File: src/rtl/byp_pkg.sv
package byp_pkg;

    localparam int NUM_TAPS = 5;
    localparam int SEL_W    = $clog2(NUM_TAPS + 1);

    // Encoding order is the priority order: lower value = younger producer.
    typedef enum logic [SEL_W-1:0] {
        SRC_EX     = 3'd0,
        SRC_MEMIN  = 3'd1,
        SRC_MEMOUT = 3'd2,
        SRC_WBIN   = 3'd3,
        SRC_WBOUT  = 3'd4,
        SRC_RF     = 3'd5
    } byp_src_e;

endpackage

File: src/rtl/byp_tap_match.sv
module byp_tap_match
    import byp_pkg::*;
#(
    parameter int RID_W  = 5,
    parameter int NO_REG = 0
) (
    input  logic [RID_W-1:0]                src_id,
    input  logic [NUM_TAPS-1:0]             tap_valid,
    input  logic [NUM_TAPS-1:0][RID_W-1:0]  tap_rd,
    output logic [NUM_TAPS-1:0]             hit
);

    localparam logic [RID_W-1:0] NONE_ID = RID_W'(NO_REG);

    logic src_real;
    assign src_real = (src_id != NONE_ID);

    for (genvar t = 0; t < NUM_TAPS; t++) begin : gen_cmp
        assign hit[t] = tap_valid[t] && src_real && (tap_rd[t] == src_id);
    end

endmodule

File: src/rtl/byp_prio_sel.sv
module byp_prio_sel
    import byp_pkg::*;
(
    input  logic [NUM_TAPS-1:0] hit,
    output byp_src_e            sel
);

    always_comb begin
        sel = SRC_RF;
        for (int t = NUM_TAPS - 1; t >= 0; t--) begin
            if (hit[t]) begin
                sel = byp_src_e'(SEL_W'(t));
            end
        end
    end

    // a tap is chosen only when it matched, and a match never falls to RF
    always_comb begin
        if (sel != SRC_RF) begin
            a_r6_sel_matches: assert (hit[sel]) else $error("R6 selected tap did not match");
        end
        if (hit != '0) begin
            a_r6_hit_not_rf: assert (sel != SRC_RF) else $error("R6 matching tap ignored");
        end
    end

endmodule

File: src/rtl/byp_operand_mux.sv
module byp_operand_mux
    import byp_pkg::*;
#(
    parameter int XLEN = 32
) (
    input  byp_src_e                       sel,
    input  logic [NUM_TAPS-1:0][XLEN-1:0]  tap_data,
    input  logic [XLEN-1:0]                rf_data,
    output logic [XLEN-1:0]                opnd
);

    always_comb begin
        opnd = rf_data;
        for (int t = 0; t < NUM_TAPS; t++) begin
            if (sel == byp_src_e'(SEL_W'(t))) begin
                opnd = tap_data[t];
            end
        end
    end

endmodule

File: src/rtl/byp_load_use.sv
module byp_load_use #(
    parameter int RID_W  = 5,
    parameter int NO_REG = 0
) (
    input  logic             ex_we,
    input  logic             ex_is_load,
    input  logic [RID_W-1:0] ex_rd,
    input  logic [RID_W-1:0] src_a,
    input  logic [RID_W-1:0] src_b,
    output logic             stall
);

    localparam logic [RID_W-1:0] NONE_ID = RID_W'(NO_REG);

    logic pending_load;
    assign pending_load = ex_we && ex_is_load && (ex_rd != NONE_ID);
    assign stall = pending_load && ((ex_rd == src_a) || (ex_rd == src_b));

endmodule

File: src/rtl/decode_bypass_net.sv
module decode_bypass_net
    import byp_pkg::*;
#(
    parameter int XLEN  = 32,
    parameter int RID_W = 5
) (
    input  logic [RID_W-1:0] dec_src_a,
    input  logic [RID_W-1:0] dec_src_b,
    input  logic [XLEN-1:0]  rf_data_a,
    input  logic [XLEN-1:0]  rf_data_b,
    input  logic             ex_we,
    input  logic             ex_is_load,
    input  logic [RID_W-1:0] ex_rd,
    input  logic [XLEN-1:0]  ex_result,
    input  logic             mem_we,
    input  logic             mem_is_load,
    input  logic [RID_W-1:0] mem_rd,
    input  logic [XLEN-1:0]  mem_alu,
    input  logic [XLEN-1:0]  mem_load_data,
    input  logic             wb_we,
    input  logic [RID_W-1:0] wb_rd,
    input  logic [XLEN-1:0]  wb_data,
    input  logic             ret_we,
    input  logic [RID_W-1:0] ret_rd,
    input  logic [XLEN-1:0]  ret_data,
    output logic [XLEN-1:0]  opnd_a,
    output logic [XLEN-1:0]  opnd_b,
    output logic             load_use_stall
);

    localparam int NO_REG  = 0;
    localparam int NUM_OPS = 2;

    // Tap table, index = priority (0 = youngest)
    logic [NUM_TAPS-1:0]            tap_valid;
    logic [NUM_TAPS-1:0][RID_W-1:0] tap_rd;
    logic [NUM_TAPS-1:0][XLEN-1:0]  tap_data;

    assign tap_valid = {ret_we, wb_we, mem_we & mem_is_load,
                        mem_we & ~mem_is_load, ex_we & ~ex_is_load};
    assign tap_rd    = {ret_rd, wb_rd, mem_rd, mem_rd, ex_rd};
    assign tap_data  = {ret_data, wb_data, mem_load_data, mem_alu, ex_result};

    logic [NUM_OPS-1:0][RID_W-1:0] src_id;
    logic [NUM_OPS-1:0][XLEN-1:0]  rf_rd;
    logic [NUM_OPS-1:0][XLEN-1:0]  opnd;

    assign src_id = {dec_src_b, dec_src_a};
    assign rf_rd  = {rf_data_b, rf_data_a};

    for (genvar i = 0; i < NUM_OPS; i++) begin : gen_opnd
        logic [NUM_TAPS-1:0] hit;
        byp_src_e            sel;

        byp_tap_match #(.RID_W(RID_W), .NO_REG(NO_REG)) u_match (
            .src_id    (src_id[i]),
            .tap_valid (tap_valid),
            .tap_rd    (tap_rd),
            .hit       (hit)
        );

        byp_prio_sel u_prio (
            .hit (hit),
            .sel (sel)
        );

        byp_operand_mux #(.XLEN(XLEN)) u_mux (
            .sel      (sel),
            .tap_data (tap_data),
            .rf_data  (rf_rd[i]),
            .opnd     (opnd[i])
        );

        always_comb begin
            // the reserved ID always reads the register file
            if (src_id[i] == RID_W'(NO_REG)) begin
                a_r1_none_reads_rf: assert (opnd[i] == rf_rd[i])
                    else $error("R1 reserved ID forwarded");
            end
            // a load in execute is never the forwarding source
            if (ex_is_load) begin
                a_r7_no_ex_load_fwd: assert (sel != SRC_EX)
                    else $error("R7 load value forwarded from execute");
            end
            // a writing non-load in execute owns a matching source
            if (ex_we && !ex_is_load && (ex_rd == src_id[i])
                && (src_id[i] != RID_W'(NO_REG))) begin
                a_r3_ex_wins: assert (opnd[i] == ex_result)
                    else $error("R3 execute result not forwarded");
            end
        end
    end

    assign opnd_a = opnd[0];
    assign opnd_b = opnd[1];

    byp_load_use #(.RID_W(RID_W), .NO_REG(NO_REG)) u_lu (
        .ex_we      (ex_we),
        .ex_is_load (ex_is_load),
        .ex_rd      (ex_rd),
        .src_a      (dec_src_a),
        .src_b      (dec_src_b),
        .stall      (load_use_stall)
    );

    // a stall implies a writing load in execute aimed at a decode source
    always_comb begin
        if (load_use_stall) begin
            a_r8_stall_cause: assert (ex_we && ex_is_load
                && ((ex_rd == dec_src_a) || (ex_rd == dec_src_b)))
                else $error("R8 stall without load-use cause");
        end
    end

endmodule

File: config.mk
export PLATFORM = sky130hd
export DESIGN_NAME = decode_bypass_net
export DESIGN_NICKNAME = d
export VERILOG_FILES = /design/src/rtl/byp_pkg.sv /design/src/rtl/byp_tap_match.sv /design/src/rtl/byp_prio_sel.sv /design/src/rtl/byp_operand_mux.sv /design/src/rtl/byp_load_use.sv /design/src/rtl/decode_bypass_net.sv
export SDC_FILE = /design/constraint.sdc
export NUM_CORES = 1
export LEC_CHECK = 0
export ABC_AREA = 1
export ABC_CLOCK_PERIOD_IN_PS = 2130
export BUFFER_PORTS_ARGS = -buffer_cell sky130_fd_sc_hd__buf_2
export CAP_MARGIN = 20
export CORE_AREA = 5 5 122 124
export DETAILED_ROUTE_END_ITERATION = 8
export DIE_AREA = 0 0 127 129
export PLACE_DENSITY = 0.8
export SYNTH_ARGS = -nofsm -noshare
export SYNTH_HDL_FRONTEND = slang
export SYNTH_SLANG_ARGS = --single-unit
File: constraint.sdc
create_clock -name vclk -period 2.13
set_input_delay 0.3195 -clock vclk [all_inputs]
set_output_delay 0.3195 -clock vclk [all_outputs]
set_load 0.005 [all_outputs]
; ---- Yosys cells after proc, flatten, opt, wreduce, memory -nomap -nowiden
; Index checks and enable logic that the tools add are counted.
[word_totals]
reg_bits = 0
latchBits = 0
ram_bits = 0
mem_bits_ro = 0
mem_count = 0
[op_classes]
add_sub_neg = 0
mul = 0
div_mod_pow = 0
order_cmp = 0
n_eq_ne = 16
shifts = 0
mux = 20
bitwise = 5
n_reduce_logical = 29
[ops]
columns = cell, count
row1 = 2-to-1 mux 32 bit, 10
row2 = == test 5 bit, 8
row3 = 2-to-1 mux 3 bit, 8
row4 = logical AND 1 bit, 23
row5 = nonzero test 5 bit, 3
row6 = == test 3 x 2 -> 1 bit (second input constant), 4
row7 = == test 3 x 1 -> 1 bit (second input constant), 2
row8 = == test 3 bit (second input constant), 2
row9 = zero test 3 bit, 2
row10 = bitwise AND 1 bit, 3
row11 = 2-to-1 mux 1 bit, 2
row12 = inverter 1 bit, 2
row13 = logical OR 1 bit, 1

; ---- Longest topological paths before layout
[logic_depth]
depth_word = 14
mapped_depth = 17
mapped_depth_nobuf = 15

; ---- Modules after synthesis
; A second synthesis with hierarchy kept.
[hier_totals]
cells_unflattened = 1269
area_unflattened_um2 = 5362.6
[modules_own_cells]
columns = module, instances, cells_each, area_each_um2, seq_area_each_um2
row1 = byp_operand_mux, 2, 464, 1983.2, 0.0
row2 = byp_tap_match, 2, 135, 525.5, 0.0
row3 = byp_load_use, 1, 45, 202.7, 0.0
row4 = byp_prio_sel, 2, 10, 58.8, 0.0
row5 = decode_bypass_net, 1, 6, 25.0, 0.0

; ---- Least setup slack after synthesis
; Ideal clock, no wire load.
[synth_timing]
path_type = input to output
startpoint = in dec_src_a[0]
endpoint = out opnd_a[12]
arrival_ns = 1.677
path_slack_ns = 0.133
cell_stages = 12
n_path_buf = 2
path_cell_list = buf_2 nor2_2 nand4_2 nand3_1 inv_1 nand2_1 nand2_2 nor3_4 buf_2 nor2_1 nand2_1 nand2_1
[synth_between]
elab_chain_len = 14
[synth_lines]
columns = item, line
row1 = start: declaration, decode_bypass_net.sv:7  ; input logic [RID_W-1:0] dec_src_a,
row2 = nonzero test 5 bit, --
row3 = logical AND 1 bit (2 in series), byp_tap_match.sv:19  ; assign hit[t] = tap_valid[t] && src_real && (tap_rd[t] == src_id);
row4 = 2-to-1 mux 1 bit, byp_prio_sel.sv:11  ; if (hit[t]) begin
row5 = 2-to-1 mux 3 bit (3 in series), byp_prio_sel.sv:11
row6 = 2-to-1 mux 3 bit (*), byp_prio_sel.sv:11
row7 = zero test 3 bit, byp_operand_mux.sv:15  ; if (sel == byp_src_e'(SEL_W'(t))) begin
row8 = 2-to-1 mux 32 bit (4 in series), byp_operand_mux.sv:15
row9 = 2-to-1 mux 32 bit (*), byp_operand_mux.sv:15
row10 = end: declaration, decode_bypass_net.sv:26  ; output logic [XLEN-1:0] opnd_a,
; Mark *: on every way between the ends. The rest lies on a longest branch, timed or not.

; ---- Worst setup path in the final report
[layout_timing]
startpoint = in dec_src_b[4]
endpoint = out opnd_b[14]
[layout_between]
elab_chain_len = 14
[layout_lines]
columns = item, line
row1 = start: declaration, decode_bypass_net.sv:8  ; input logic [RID_W-1:0] dec_src_b,
row2 = nonzero test 5 bit, --
row3 = logical AND 1 bit (2 in series), byp_tap_match.sv:19
row4 = 2-to-1 mux 1 bit, byp_prio_sel.sv:11
row5 = 2-to-1 mux 3 bit (3 in series), byp_prio_sel.sv:11
row6 = 2-to-1 mux 3 bit (*), byp_prio_sel.sv:11
row7 = zero test 3 bit, byp_operand_mux.sv:15
row8 = 2-to-1 mux 32 bit (4 in series), byp_operand_mux.sv:15
row9 = 2-to-1 mux 32 bit (*), byp_operand_mux.sv:15
row10 = end: declaration, decode_bypass_net.sv:27  ; output logic [XLEN-1:0] opnd_b,
; Marked as above.

==> impl_metrics.yaml <==
synth:
  ys_seq_area_share_pct: 0
  synth_top_area_share_pct: 41.9
  avgSynthCellArea_um2: 4.17
  synth_area_leader_cell: "nand2_1"
  syn_inst: 1213
  syn-num-nets: 1473
  yosysWarnings: 0
  ys_top_cells_by_area: "nand2_1 42%, nand3_1 14%, nor2_1 13%"
  synth_area_mm2: 0.00506
  synth_cell_types: 24
worst_setup_path:
  worstSetupPathType: "in -> out"
  cp_max_fo: 8
  cp-start-kind: "primary input"
  crit_path_top_delay_cell: "nor2_4"
  cp.required_ns: 1.81
  critPathArrivalTime_ns: 2.11
  path_delay_family: "simple AND/OR/NAND/NOR gates"
  endpoint_kind: "output port"
  cp_cell_sequence: "buf_12 -> inv_8 -> nand2_1 -> nand2_2 -> nand3_2 -> nor2_4 -> nand2_4 -> buf_6 -> nand2_4 -> inv_4 -> nor2_4 -> buf_6 -> buf_12 -> nand2_2 -> nand2_1 -> nand2_1 -> nand2_1 -> nand2_1 -> buf_2"
  critPathMaxStageDelay_ns: 0.17
  worst_path_most_repeated_cell: "nand2_1"
  path_buf_inv: 7
worst_hold_path:
  min_path_type: "in -> out"
route:
  dr.pass1.iters: 7
  first_iter_violations: 1344
  num_vias: 9727
  ant_nets: 0
  wl_um: 33100
  avgRoutedWirePerCell_um: 18.5
  drc: 0
  routed_via_density: 5.43
finish:
  register_area_um2: 0
  drive_gt1_share_pct: 44.8
  seq_cell_count: 0
  fill_cells: 1172
  final.clkbuf_count: 0
  finish.utilization_pct: 70.8
  nets: 1863
  syn_to_final_growth_pct: 91.1
sta:
  fin_crit_sh_pct: 114
  finalMaxSlewViolations: 0
  setup-violations-final: 64
  slew_headroom_pct: 77.5
  period_minus_slack_ns: 2.43
  worst_slack_ns: -0.301
  finalHoldViolCount: 0
  rsz0062_at_grt: "yes"
  worst_slew_pin_slew_ns: 0.337
  clock.fmax_mhz: 411
global_route:
  grt_pass1_vias: 9031
  track_usage_pct: 35.6
  overflow: 0
  grt_max_degree: 33
  grt_pass1_wl_um: 46500
  antenna_found_initial: 10
power:
  power.density_mw_per_mm2: 157
  p_total_w: 0.00152
  p_leak_nw: 5.77
  peakVddDrop_mv: 0.0935
floorplan:
  dieHeight_um: 129
  io_pins: 325
  row_count: 43
  core_mm2: 0.0137
  die_x_um: 127
  die-area_mm2: 0.0164
  start_util_pct: 37.0
placement:
  place.gp.congestion: 1.00
  hpwlAfterDp_um: 21800
  pre_cts_ws_ns: -0.371
  port_buffers: 325
clock_tree:
  ctsHoldBuffers: 0
outcome:
  violations: "negative setup slack"
  status: "complete, but fails checks"
run:
  drv_cap: 0
==> what timing repair did <==
| action | 4_1_cts | 5_1_grt |
|---|---|---|
| setup endpoints to repair | 64 | 64 |
| buffers inserted | 36 | 10 |
| gates cloned | 17 | 5 |
| gates resized for setup | 286 | 180 |
| pin swaps | 101 | 82 |
==> per-layer routing <==
layer / wire [µm] / GRT usage (%) / vias up
met4: 2220 / 19.1 / 2
met3: 3830 / 8.30 / 223
met5: 8 / 0 / -
met2: 15600 / 62.4 / 772
met1: 11500 / 40.0 / 4288
li1: - / - / 4442
==> final cells by class <==
cell class | count | area (µm²) | share of cell area [%]
tap | 180 | 225 | 2.33
inverter | 169 | 696 | 7.19
antenna | 9 | 22.5 | 0.233
timing repair buffer | 451 | 3600 | 37.2
multi-input combinational | 981 | 5130 | 53.0
==> report_power, final <==
group	switching [W]	total, W	internal, W
clock	0	0.000000000567	0.000000000567
sequential	0	0	0
combinational	0.000824	0.00152	0.000698
total	0.000824	0.00152	0.000698
==> synth_stat cells (all sizes together) <==
master	number
nand2	572
nor2	195
inv	169
nand3	144
buf	51
a21oi	27
o21ai	25
clkbuf	12
nand4	5
xnor2	5
xor2	4
a221oi	1
nand3b	1
nor3	1
nor4	1
==> cells by family (layout without fill, tap and decap cells) <==
family | after synthesis | in the layout | synth area share [%]
compound gates | 53 | 53 | 5.31
xor+xnor | 9 | 9 | 1.56
buf+inv | 232 | 620 | 18.7
other cells | 0 | 9 | 0
simple gates | 919 | 919 | 74.4
==> worst paths after layout <==
check  cells past startpoint  slack (ns)         start    endpoint
max                       19       -0.30  dec_src_b[4]  opnd_b[14]
min                        4        0.92  ret_data[30]  opnd_b[30]
==> cell usage in the layout, fill, tap and decap left out, drive strengths merged <==
cell      instances
clkinvlp          1
o21ai            25
a221oi            1
a21oi            27
buf             445
nor2            195
nor4              1
clkinv            2
nand2           572
clkbuf            5
inv             166
nor3              1
bufbuf            1
xor2              4
diode             9
xnor2             5
nand3b            1
nand3           144
nand4             5
==> metrics by stage <==
step / hold slack, ns / cell area, µm² / TNS [ns] / instances
global placement: 0.917 / 7300 / -16.47 / 1721
detailed placement: 0.918 / 7300 / -16.69 / 1721
global route: 0.943 / 9660 / -18.75 / 1787
finish: 0.918 / 9670 / -12.15 / 1790
CTS: 0.921 / 8950 / -9.64 / 1771
floorplan: 0.718 / 5060 / 0 / 1213
No activity file was read; power rests on OpenSTA's default activity.
